[config.mk]
export PLATFORM = sky130hd
export DESIGN_NAME = scl_timing_gen
export DESIGN_NICKNAME = d
export VERILOG_FILES = /design/src/rtl/scl_tg_pkg.sv /design/src/rtl/scl_tg_prescale.sv /design/src/rtl/scl_tg_sync.sv /design/src/rtl/scl_tg_phase.sv /design/src/rtl/scl_timing_gen.sv
export SDC_FILE = /design/constraint.sdc
export NUM_CORES = 1
export LEC_CHECK = 0
export ABC_AREA = 1
export BUFFER_PORTS_ARGS = -buffer_cell sky130_fd_sc_hd__buf_2
export CORE_MARGIN = 8
export CORE_UTILIZATION = 38
export CTS_CLUSTER_SIZE = 25
export DETAILED_ROUTE_END_ITERATION = 10
export GPL_TIMING_DRIVEN = 0
export HOLD_SLACK_MARGIN = 0.12
export SETUP_SLACK_MARGIN = 0.4
export SKIP_LAST_GASP = 1
export SYNTH_ARGS = -nofsm -noshare
export SYNTH_HDL_FRONTEND = slang
export SYNTH_HIERARCHICAL = 1
export SYNTH_SLANG_ARGS = --single-unit
[constraint.sdc]
create_clock -name clk_i -period 4.4 [get_ports clk_i]
set_input_delay 0 -clock clk_i [delete_from_list [all_inputs] [get_ports clk_i]]
set_output_delay 0 -clock clk_i [all_outputs]
set_load 0.05 [all_outputs]
[src/rtl/scl_tg_pkg.sv]
package scl_tg_pkg;
  localparam int unsigned SCGD_W = 6;
  localparam int unsigned HALF_W = SCGD_W + 3;

  typedef enum logic {
    SEG_LOW  = 1'b0,
    SEG_HIGH = 1'b1
  } seg_e;

  function automatic logic [HALF_W-1:0] half_ticks(input logic [SCGD_W-1:0] scgd);
    return HALF_W'(10) + HALF_W'({scgd, 2'b00});
  endfunction
endpackage

[src/rtl/scl_tg_prescale.sv]
module scl_tg_prescale #(
  parameter int unsigned CDF_W = 2
) (
  input  logic             clk_i,
  input  logic             rst_ni,
  input  logic             run_i,
  input  logic [CDF_W-1:0] cdf_i,
  output logic             tick_o
);
  logic [CDF_W-1:0] cnt_q;
  logic             wrap;

  assign wrap   = (cnt_q == cdf_i);
  assign tick_o = run_i && wrap;

  always_ff @(posedge clk_i or negedge rst_ni) begin
    if (!rst_ni)                cnt_q <= '0;
    else if (!run_i || wrap)    cnt_q <= '0;
    else                        cnt_q <= cnt_q + CDF_W'(1);
  end

  AST_TICK_GAP: assert property (@(posedge clk_i) disable iff (!rst_ni)
    tick_o && (cdf_i != '0) |=> !tick_o);
  AST_PRE_RANGE: assert property (@(posedge clk_i) disable iff (!rst_ni)
    run_i |-> cnt_q <= cdf_i);
endmodule

[src/rtl/scl_tg_sync.sv]
module scl_tg_sync #(
  parameter int unsigned STAGES = 2
) (
  input  logic clk_i,
  input  logic rst_ni,
  input  logic d_i,
  output logic q_o
);
  localparam int unsigned N = (STAGES < 2) ? 2 : STAGES;

  logic [N-1:0] ff_q;

  // idle line reads high
  always_ff @(posedge clk_i or negedge rst_ni) begin
    if (!rst_ni) ff_q <= '1;
    else         ff_q <= {ff_q[N-2:0], d_i};
  end

  assign q_o = ff_q[N-1];
endmodule

[src/rtl/scl_tg_phase.sv]
module scl_tg_phase
  import scl_tg_pkg::*;
(
  input  logic              clk_i,
  input  logic              rst_ni,
  input  logic              run_i,
  input  logic              tick_i,
  input  logic [SCGD_W-1:0] scgd_i,
  input  logic              scl_s_i,
  output logic              scl_low_o,
  output logic [1:0]        phase_o,
  output logic              sda_chg_o,
  output logic              sda_smp_o
);
  seg_e              seg_q;
  logic [HALF_W-1:0] cnt_q;
  logic [HALF_W-1:0] half;
  logic [HALF_W-1:0] mid;
  logic              last;
  logic              waiting;

  assign half    = half_ticks(scgd_i);
  assign mid     = half >> 1;
  assign last    = (cnt_q == half - HALF_W'(1));
  // high count held at zero until released line is seen high
  assign waiting = (seg_q == SEG_HIGH) && (cnt_q == '0) && !scl_s_i;

  always_ff @(posedge clk_i or negedge rst_ni) begin
    if (!rst_ni) begin
      seg_q <= SEG_LOW;
      cnt_q <= '0;
    end else if (!run_i) begin
      seg_q <= SEG_LOW;
      cnt_q <= '0;
    end else if (tick_i && !waiting) begin
      if (last) begin
        seg_q <= (seg_q == SEG_LOW) ? SEG_HIGH : SEG_LOW;
        cnt_q <= '0;
      end else begin
        cnt_q <= cnt_q + HALF_W'(1);
      end
    end
  end

  assign scl_low_o = run_i && (seg_q == SEG_LOW);
  assign phase_o   = run_i ? {seg_q == SEG_HIGH, cnt_q >= mid} : 2'd0;
  assign sda_chg_o = tick_i && (seg_q == SEG_LOW)  && (cnt_q == mid);
  assign sda_smp_o = tick_i && (seg_q == SEG_HIGH) && (cnt_q == mid);

  AST_WAIT_HOLD: assert property (@(posedge clk_i) disable iff (!rst_ni)
    tick_i && waiting |=> (seg_q == SEG_HIGH) && (cnt_q == '0));
  AST_SEG_FLIP: assert property (@(posedge clk_i) disable iff (!rst_ni)
    tick_i && !waiting && last |=> seg_q != $past(seg_q));
  AST_CNT_BOUND: assert property (@(posedge clk_i) disable iff (!rst_ni)
    run_i |-> cnt_q < half);
endmodule

[src/rtl/scl_timing_gen.sv]
module scl_timing_gen
  import scl_tg_pkg::*;
#(
  parameter int unsigned CDF_W       = 2,
  parameter int unsigned SYNC_STAGES = 2
) (
  input  logic                    clk_i,
  input  logic                    rst_ni,
  input  logic                    en_i,
  input  logic [CDF_W+SCGD_W-1:0] div_cfg_i,
  input  logic                    scl_i,
  output logic                    tick_o,
  output logic                    scl_low_o,
  output logic [1:0]              phase_o,
  output logic                    sda_chg_o,
  output logic                    sda_smp_o
);
  localparam int unsigned CFG_W = CDF_W + SCGD_W;

  logic              run_q;
  logic [CDF_W-1:0]  cdf_q;
  logic [SCGD_W-1:0] scgd_q;
  logic              scl_s;
  logic              tick;

  // configuration captured only on the enabling edge
  always_ff @(posedge clk_i or negedge rst_ni) begin
    if (!rst_ni) begin
      run_q  <= 1'b0;
      cdf_q  <= '0;
      scgd_q <= '0;
    end else begin
      run_q <= en_i;
      if (en_i && !run_q) begin
        cdf_q  <= div_cfg_i[CDF_W-1:0];
        scgd_q <= div_cfg_i[CFG_W-1:CDF_W];
      end
    end
  end

  scl_tg_prescale #(.CDF_W(CDF_W)) i_prescale (
    .clk_i  (clk_i),
    .rst_ni (rst_ni),
    .run_i  (run_q),
    .cdf_i  (cdf_q),
    .tick_o (tick)
  );

  scl_tg_sync #(.STAGES(SYNC_STAGES)) i_sync (
    .clk_i  (clk_i),
    .rst_ni (rst_ni),
    .d_i    (scl_i),
    .q_o    (scl_s)
  );

  scl_tg_phase i_phase (
    .clk_i     (clk_i),
    .rst_ni    (rst_ni),
    .run_i     (run_q),
    .tick_i    (tick),
    .scgd_i    (scgd_q),
    .scl_s_i   (scl_s),
    .scl_low_o (scl_low_o),
    .phase_o   (phase_o),
    .sda_chg_o (sda_chg_o),
    .sda_smp_o (sda_smp_o)
  );

  assign tick_o = tick;

  AST_CFG_HOLD: assert property (@(posedge clk_i) disable iff (!rst_ni)
    run_q && $past(run_q) |-> $stable(cdf_q) && $stable(scgd_q));
  AST_OFF_QUIET: assert property (@(posedge clk_i) disable iff (!rst_ni)
    !en_i |=> !scl_low_o && !tick_o && (phase_o == 2'd0));
  AST_STROBE_EXCL: assert property (@(posedge clk_i) disable iff (!rst_ni)
    $onehot0({sda_chg_o, sda_smp_o}));
endmodule

==> metrics.txt, run 1 <==
CP endpoint kind output pin; max-slew violations 0; Fillers ~410; RePlAce Congestion 0.817; reg2reg path depth 10; reg2reg end i_phase/cnt_q[4]$_DFFE_PN0P_; sequential area share after synthesis 36.6%; peak supply drop approximately 0.16 mV; Post-CTS Repair Setup Buffers 0; synthesized area between 1500 and 2000 um2; fin area roughly 1900 um2; Remaining DRCs 0; TritonCTS clock tree done; FF+latch area around 580 um2; Syn Inst Count 216; CP Data Arrival Time between 2 and 2.5 ns; Tcrit/Tclk final a little over half; first-pass GRT wire length between 6000 and 7000 um; syn_area_per_cell about 7.3 um2; Worst-path clk slew approximately 0.080 ns; area grow syn2layout 19.2%; synth warn 6; relative slew slack between 60% and 70%; dpl hpwl roughly 2600 um; post-synthesis cell type count 25; most common cell after layout, fill and taps aside nand2_1; Power Dens Cells 281 nW/um2; Setup Skew a little under 0.004 ns; Global Route Usage Sum a little under an eighth; Hold Crit Class input pin to asynchronous set/reset pin; vias in the first global route 1300; nets ~270; most frequent cells in the layout 67 x nand2_1, 32 x inv_1, 21 x dfrtp_1, 21 x nor2_1, 18 x buf_2; Syn Nets ~240; Lkg Pwr between 0.9 and 1 nW; WP data required around 4.4 ns; Core ar. around 4000 um2; Initial Util around 40%; 1st-iter DRT viols 100; clock buffer depth 2; Setup TNS 0 ns; row cnt 23; RSZ-0062 raised after global routing no; CP Class register to output pin; DR WL/cell approximately 12 um; maximum operating frequency around 420 MHz; worst skew pair latency around 0.27 ns; placed cell count 283; drt pass-1 iters 4; dpl cell area roughly 1700 um2; TritonCTS buffer count 3; H-Tree Depth 1; multi-input logic area 847 um2; Die X ~80 um; final hold violation count 0; initial antenna violation count 0; vias per cell 4.65; clk sinks 23; Startpoint Class register; largest net degree at the start of global routing 24; crit path time final about 2.4 ns; n_diodes 0; total die area 6480 um2; Final Setup Violations 0; Synth Register Bits 23; Max-Cap Viols 0; worst slew pin tran 0.536 ns; Reg-to-Reg Start scgd_q[1]$_DFFE_PN0P_; total gr overflow 0; Worst R2R Setup Slack 2.54 ns; final WL 3480 um; vias post-DR roughly 1400; die span in y ~80 um; share of layout cells above drive strength 1 about 17%; non-filler cells, final 298; status completed; Ports 18; Routed Antenna Nets 0; CTS root buf clkbuf_8; worst-path fanout max 7; PortBufs 17
-- metal layers --
metal	GRT usage [%]	wire, um
met4	6.18	90
met5	0	0
met2	18.8	1620
met3	1.79	106
met1	15.3	1660
-- cells in the mapped netlist --
cell / instances / share of area (%)
xnor2_1: 1 / 0.55
dfstp_2: 2 / 3.3
o21ai_1: 1 / 0.32
inv_1: 32 / 7.6
buf_2: 1 / 0.32
nor3_1: 2 / 0.63
nand2_4: 2 / 1.4
nand3_1: 17 / 5.4
buf_6: 2 / 1.4
a21oi_1: 6 / 1.9
o21bai_4: 1 / 1.2
nor2_2: 4 / 1.6
o2111ai_1: 1 / 0.55
nor2_1: 21 / 5.0
nand4_1: 7 / 2.8
xor2_1: 4 / 2.2
nand2_1: 67 / 16
dfrtp_1: 21 / 33
nand3_2: 3 / 1.9
ha_1: 11 / 8.7
o21ai_4: 1 / 1.0
o21ai_0: 3 / 0.95
clkinv_1: 1 / 0.24
nand2_2: 4 / 1.6
inv_2: 1 / 0.24
-- cell type report --
| cell class | count | share of cell area [%] |
|---|---|---|
| Timing Repair Buffer | 28 | 10.4 |
| Sequential cell | 23 | 30.7 |
| Clock buffer | 4 | 2.39 |
| Inverter | 34 | 6.78 |
| Buffer | 3 | 1.46 |
| Multi-Input combinational cell | 156 | 45.0 |
| Tap cell | 50 | 3.32 |
-- kinds of logic (layout without fill, tap and decap cells) --
logic type / after synthesis / after routing / share of synthesized area, %
AND/OR/NAND/NOR: 127 / 127 / 36.2
buffers and inverters: 37 / 69 / 9.82
flip-flops: 23 / 23 / 36.6
AO/OA/AOI/OAI: 13 / 13 / 5.94
adder cells (fa/ha/maj): 11 / 11 / 8.71
XOR/XNOR: 5 / 5 / 2.77
-- through the flow --
| step | setup WS, ns | power, mW | hold slack (ns) | util (%) |
|---|---|---|---|---|
| after floorplan | 1.83 | 0.356 | -0.296 | - |
| after CTS | 1.97 | 0.533 | 0.250 | 47.1 |
| final | 2.00 | 0.528 | 0.239 | 47.1 |
| after detailed placement | 2.27 | 0.391 | 0.0122 | 43.2 |
| after global routing | 1.65 | 0.565 | 0.279 | 47.1 |
| after global placement | 2.27 | 0.389 | 0.0164 | 43.2 |
-- what timing repair did --
action / CTS / global route
hold buffers: 11 / 0
endpoints found under the hold margin: 33 / 0
resized for setup: 0 / 0
-- worst max-delay path by stage --
stage	startpoint	endpoint	slack, ns	cells past startpoint
after floorplan	i_prescale/cnt_q[0]$_DFF_PN0_	sda_chg_o	1.83	7
after global placement	scgd_q[1]$_DFFE_PN0P_	phase_o[0]	2.27	12
after detailed placement	scgd_q[1]$_DFFE_PN0P_	phase_o[0]	2.27	12
after CTS	scgd_q[1]$_DFFE_PN0P_	phase_o[0]	1.97	12
after global routing	scgd_q[1]$_DFFE_PN0P_	phase_o[0]	1.65	12
final	scgd_q[1]$_DFFE_PN0P_	phase_o[0]	2.00	12
-- report_power, final --
part | switching (mW) | internal (mW) | total [mW]
registers | 0.0232 | 0.230 | 0.253
logic | 0.0868 | 0.0533 | 0.140
clock network | 0.0700 | 0.0648 | 0.135
-- sequential cells by signal, summed over array words and instances, names as in the netlist --
name and cells:
scgd_q 6, i_phase/cnt_q 9, i_phase/seg_q 1, run_q 1
i_sync/ff_q 2, cdf_q 2, i_prescale/cnt_q 2
-- critical path: stages (launching register included) --
cell and delay (ns):
dfrtp_1 0.48, ha_1 0.26, nand3_1 0.09, nand2_1 0.08, nand2_1 0.08, ha_1 0.30, nand2_1 0.06, nor2_1 0.13
nand3_1 0.14, o2111ai_1 0.14, nand2_1 0.07, inv_1 0.05, buf_2 0.25
No activity file was read; power rests on OpenSTA's default activity.
==> run 2: changes to the inputs <==
Settings changed: ABC_AREA 1 to 0.
Clock period 4.4 ns to 2.5 ns, I/O delays scaled along.
==> run 2 against run 1 <==
  * Area after synthesis is 1.8% lower
  * Clock skew is 0.0042 ns higher
  * Critical endpoint unchanged
  * Total power is 99% higher
  * Worst hold slack worse by 0.011 ns
  * Cell area is 13% higher
  * Critical path depth is 3 lower
  * Largest cell class unchanged
  * Clock power is 78% higher
  * First-iteration DRC count is 27% lower
  * Non-clock buffer count is 11 higher
==> metrics.txt, run 2 <==
final hold violation count 0; final core utilization between 50% and 60%; Seq pwr share between 40% and 50%; first-pass GRT wire length 6950 um; Ports 18; Power Dens Cells slightly below 500 nW/um2; n_diodes 0; Top Registers i_phase/cnt_q: 9 flops, scgd_q: 6 flops; final WL 4090 um; Routed Antenna Nets 0; max-slew violations 0; EDFF count, synth 0; CP most frequent cell ha_4; Clk network pwr share a little under a quarter; Syn Inst Count ~150; max reg flops 9; maximum operating frequency around 440 MHz; TritonCTS clock tree done; Setup Skew 0.00813 ns; Synth area leader dfrtp_1; post-synthesis cell type count 41; hold_ws ~0.23 ns; post-synth top area share 33.9%; placed cell count roughly 210; Remaining DRCs 0; Combinational Power Share approximately a third; worst slew pin tran 0.521 ns; crit path time final around 2.2 ns; synthesized area about 1600 um2; Initial Util about two fifths; dpl hpwl between 2000 and 3000 um; CTS root buf clkbuf_8; slowest CP cell dfrtp_1; drt pass-1 iters 4; vias post-DR roughly 1300; vias per cell between 5 and 6; Setup TNS 0 ns; Core ar. between 3000 and 4000 um2; relative slew slack ~65%; switching pwr ~350 uW; RSZ-0062 raised after global routing yes; most frequent cells after synthesis 21 x dfrtp_1, 12 x inv_1, 11 x ha_1; initial antenna violation count 0; sw frac 33.6%; Pint between 600 and 700 uW; vias in the first global route between 1000 and 1500; nets ~210; syn_area_per_cell 10.6 um2; Final Setup Violations 0; clock buffer depth 2; most common cell after layout, fill and taps aside dfrtp_1; most frequent cells in the layout 17 x dfrtp_1, 15 x buf_2, 14 x buf_4, 12 x inv_1, 11 x dlygate4sd3_1; share of layout cells above drive strength 1 a little under two fifths; status completed; Async SR Flop Fraction between 90% and 100%; Syn Nets between 150 and 200; Worst R2R Setup Slack roughly 0.44 ns; ranking of synthesized cells by area dfrtp_1 34%, ha_1 8.9%, mux2_4 8.7%, xnor2_1 4.5%, xor2_1 4.0%; CP Data Arrival Time ~2.3 ns; area grow syn2layout 37.1%; peak supply drop roughly 0.21 mV; CP Buf/Inv Count 1; RePlAce Congestion 0.804; DR WL/cell roughly 17 um; CP endpoint kind output pin; Max-Cap Viols 0; total die area about 6400 um2; sequential area share after synthesis between 30% and 40%; WP data required ~2.5 ns; worst skew pair latency roughly 0.27 ns; Synth Register Bits 23; most common cell in the netlist dfrtp_1; Worst-path clk slew around 0.090 ns; Worst path max stage delay ~0.44 ns; Hold Crit Class input pin to asynchronous set/reset pin; Most used DFF post-synth dfrtp_1; Global Route Usage Sum approximately 14%; 1st-iter DRT viols 73; Lkg Pwr around 0.9 nW; largest net degree at the start of global routing 24; non-filler cells, final 240; die span in y between 70 and 80 um; TritonCTS buffer count 3; CP delay by family, top compound AO/OA/AOI/OAI gates; Tcrit/Tclk final about nine tenths; crit-path cells ha_4, and3_4, xnor2_4, ha_4, a2111oi_4, nand2_1, o311ai_2, a31oi_2, buf_6; Die X roughly 80 um; H-Tree Depth 1; Top reg by flops i_phase/cnt_q; synth warn 6; PortBufs 17; total gr overflow 0; worst-path fanout max 3; CP Class register to output pin; Startpoint Class register; row cnt 23; clk sinks 23
-- run 2: layout make-up --
class / instances / area, um2
Fill cell: 348 / 1840
Clock buffer: 3 / 41.3
Sequential cell: 23 / 583
Inverter: 12 / 45.0
Tap cell: 50 / 62.6
Buffer: 3 / 23.8
Clock inverter: 1 / 7.51
Multi-Input combinational cell: 109 / 1070
Timing Repair Buffer: 39 / 289
-- run 2: power by group through the flow --
stage	logic (mW)	clock network, mW	registers (mW)
global route	0.393	0.267	0.459
CTS	0.326	0.247	0.448
finish	0.362	0.240	0.451
detailed placement	0.258	0	0.460
global placement	0.249	0	0.458
floorplan	0.205	0	0.444
-- run 2: per-stage QoR --
stage          instance area, um2  setup slack (ns)  total power, mW
3_5_place_dp                 1740             0.118            0.718
6_report                     2130             0.251             1.05
2_1_floorplan                1590             0.139            0.649
4_1_cts                      2040             0.308             1.02
3_3_place_gp                 1740             0.245            0.707
5_1_grt                      2130             0.148             1.12
-- run 2: logic make-up (layout without fill, tap and decap cells) --
| kind of cell | after synthesis | after routing | synth area share, % |
|---|---|---|---|
| fa+ha+maj | 11 | 11 | 8.87 |
| xor+xnor | 16 | 16 | 9.92 |
| simple gates | 51 | 51 | 19.5 |
| buf+inv | 15 | 58 | 4.35 |
| flops | 23 | 23 | 37.3 |
| compound gates | 22 | 22 | 11.4 |
| mux | 9 | 9 | 8.71 |
-- run 2: routing by layer --
| layer | vias up | wire, um | GRT usage, % |
|---|---|---|---|
| li1 | 606 | - | - |
| met2 | 28 | 2240 | 23.8 |
| met5 | - | 0 | 0 |
| met3 | 4 | 119 | 2.59 |
| met1 | 673 | 1700 | 15.6 |
| met4 | 0 | 33 | 5.27 |
-- run 2: what timing repair did --
action | CTS | global route
endpoints found under the setup margin | 13 | 13
buffers inserted | 9 | 2
endpoints found under the hold margin | 33 | 0
hold buffers | 11 | 0
resized for setup | 17 | 10
pin swaps | 9 | 5
-- run 2: path summary, 6_finish.rpt --
kind / startpoint / to / cells past startpoint
worst max-delay path: scgd_q[2]$_DFFE_PN0P_ / phase_o[0] / 9
worst min-delay path: rst_ni / cdf_q[1]$_DFFE_PN0P_ / 2
worst max register to register: i_phase/cnt_q[5]$_DFFE_PN0P_ / i_phase/seg_q$_DFFE_PN0P_ / 5
worst min register to register: i_sync/ff_q[0]$_DFF_PN1_ / i_sync/ff_q[1]$_DFF_PN1_ / 0
max in group asynchronous: rst_ni / i_phase/cnt_q[0]$_DFFE_PN0P_ / 2
min in group clk_i: i_sync/ff_q[0]$_DFF_PN1_ / i_sync/ff_q[1]$_DFF_PN1_ / 0
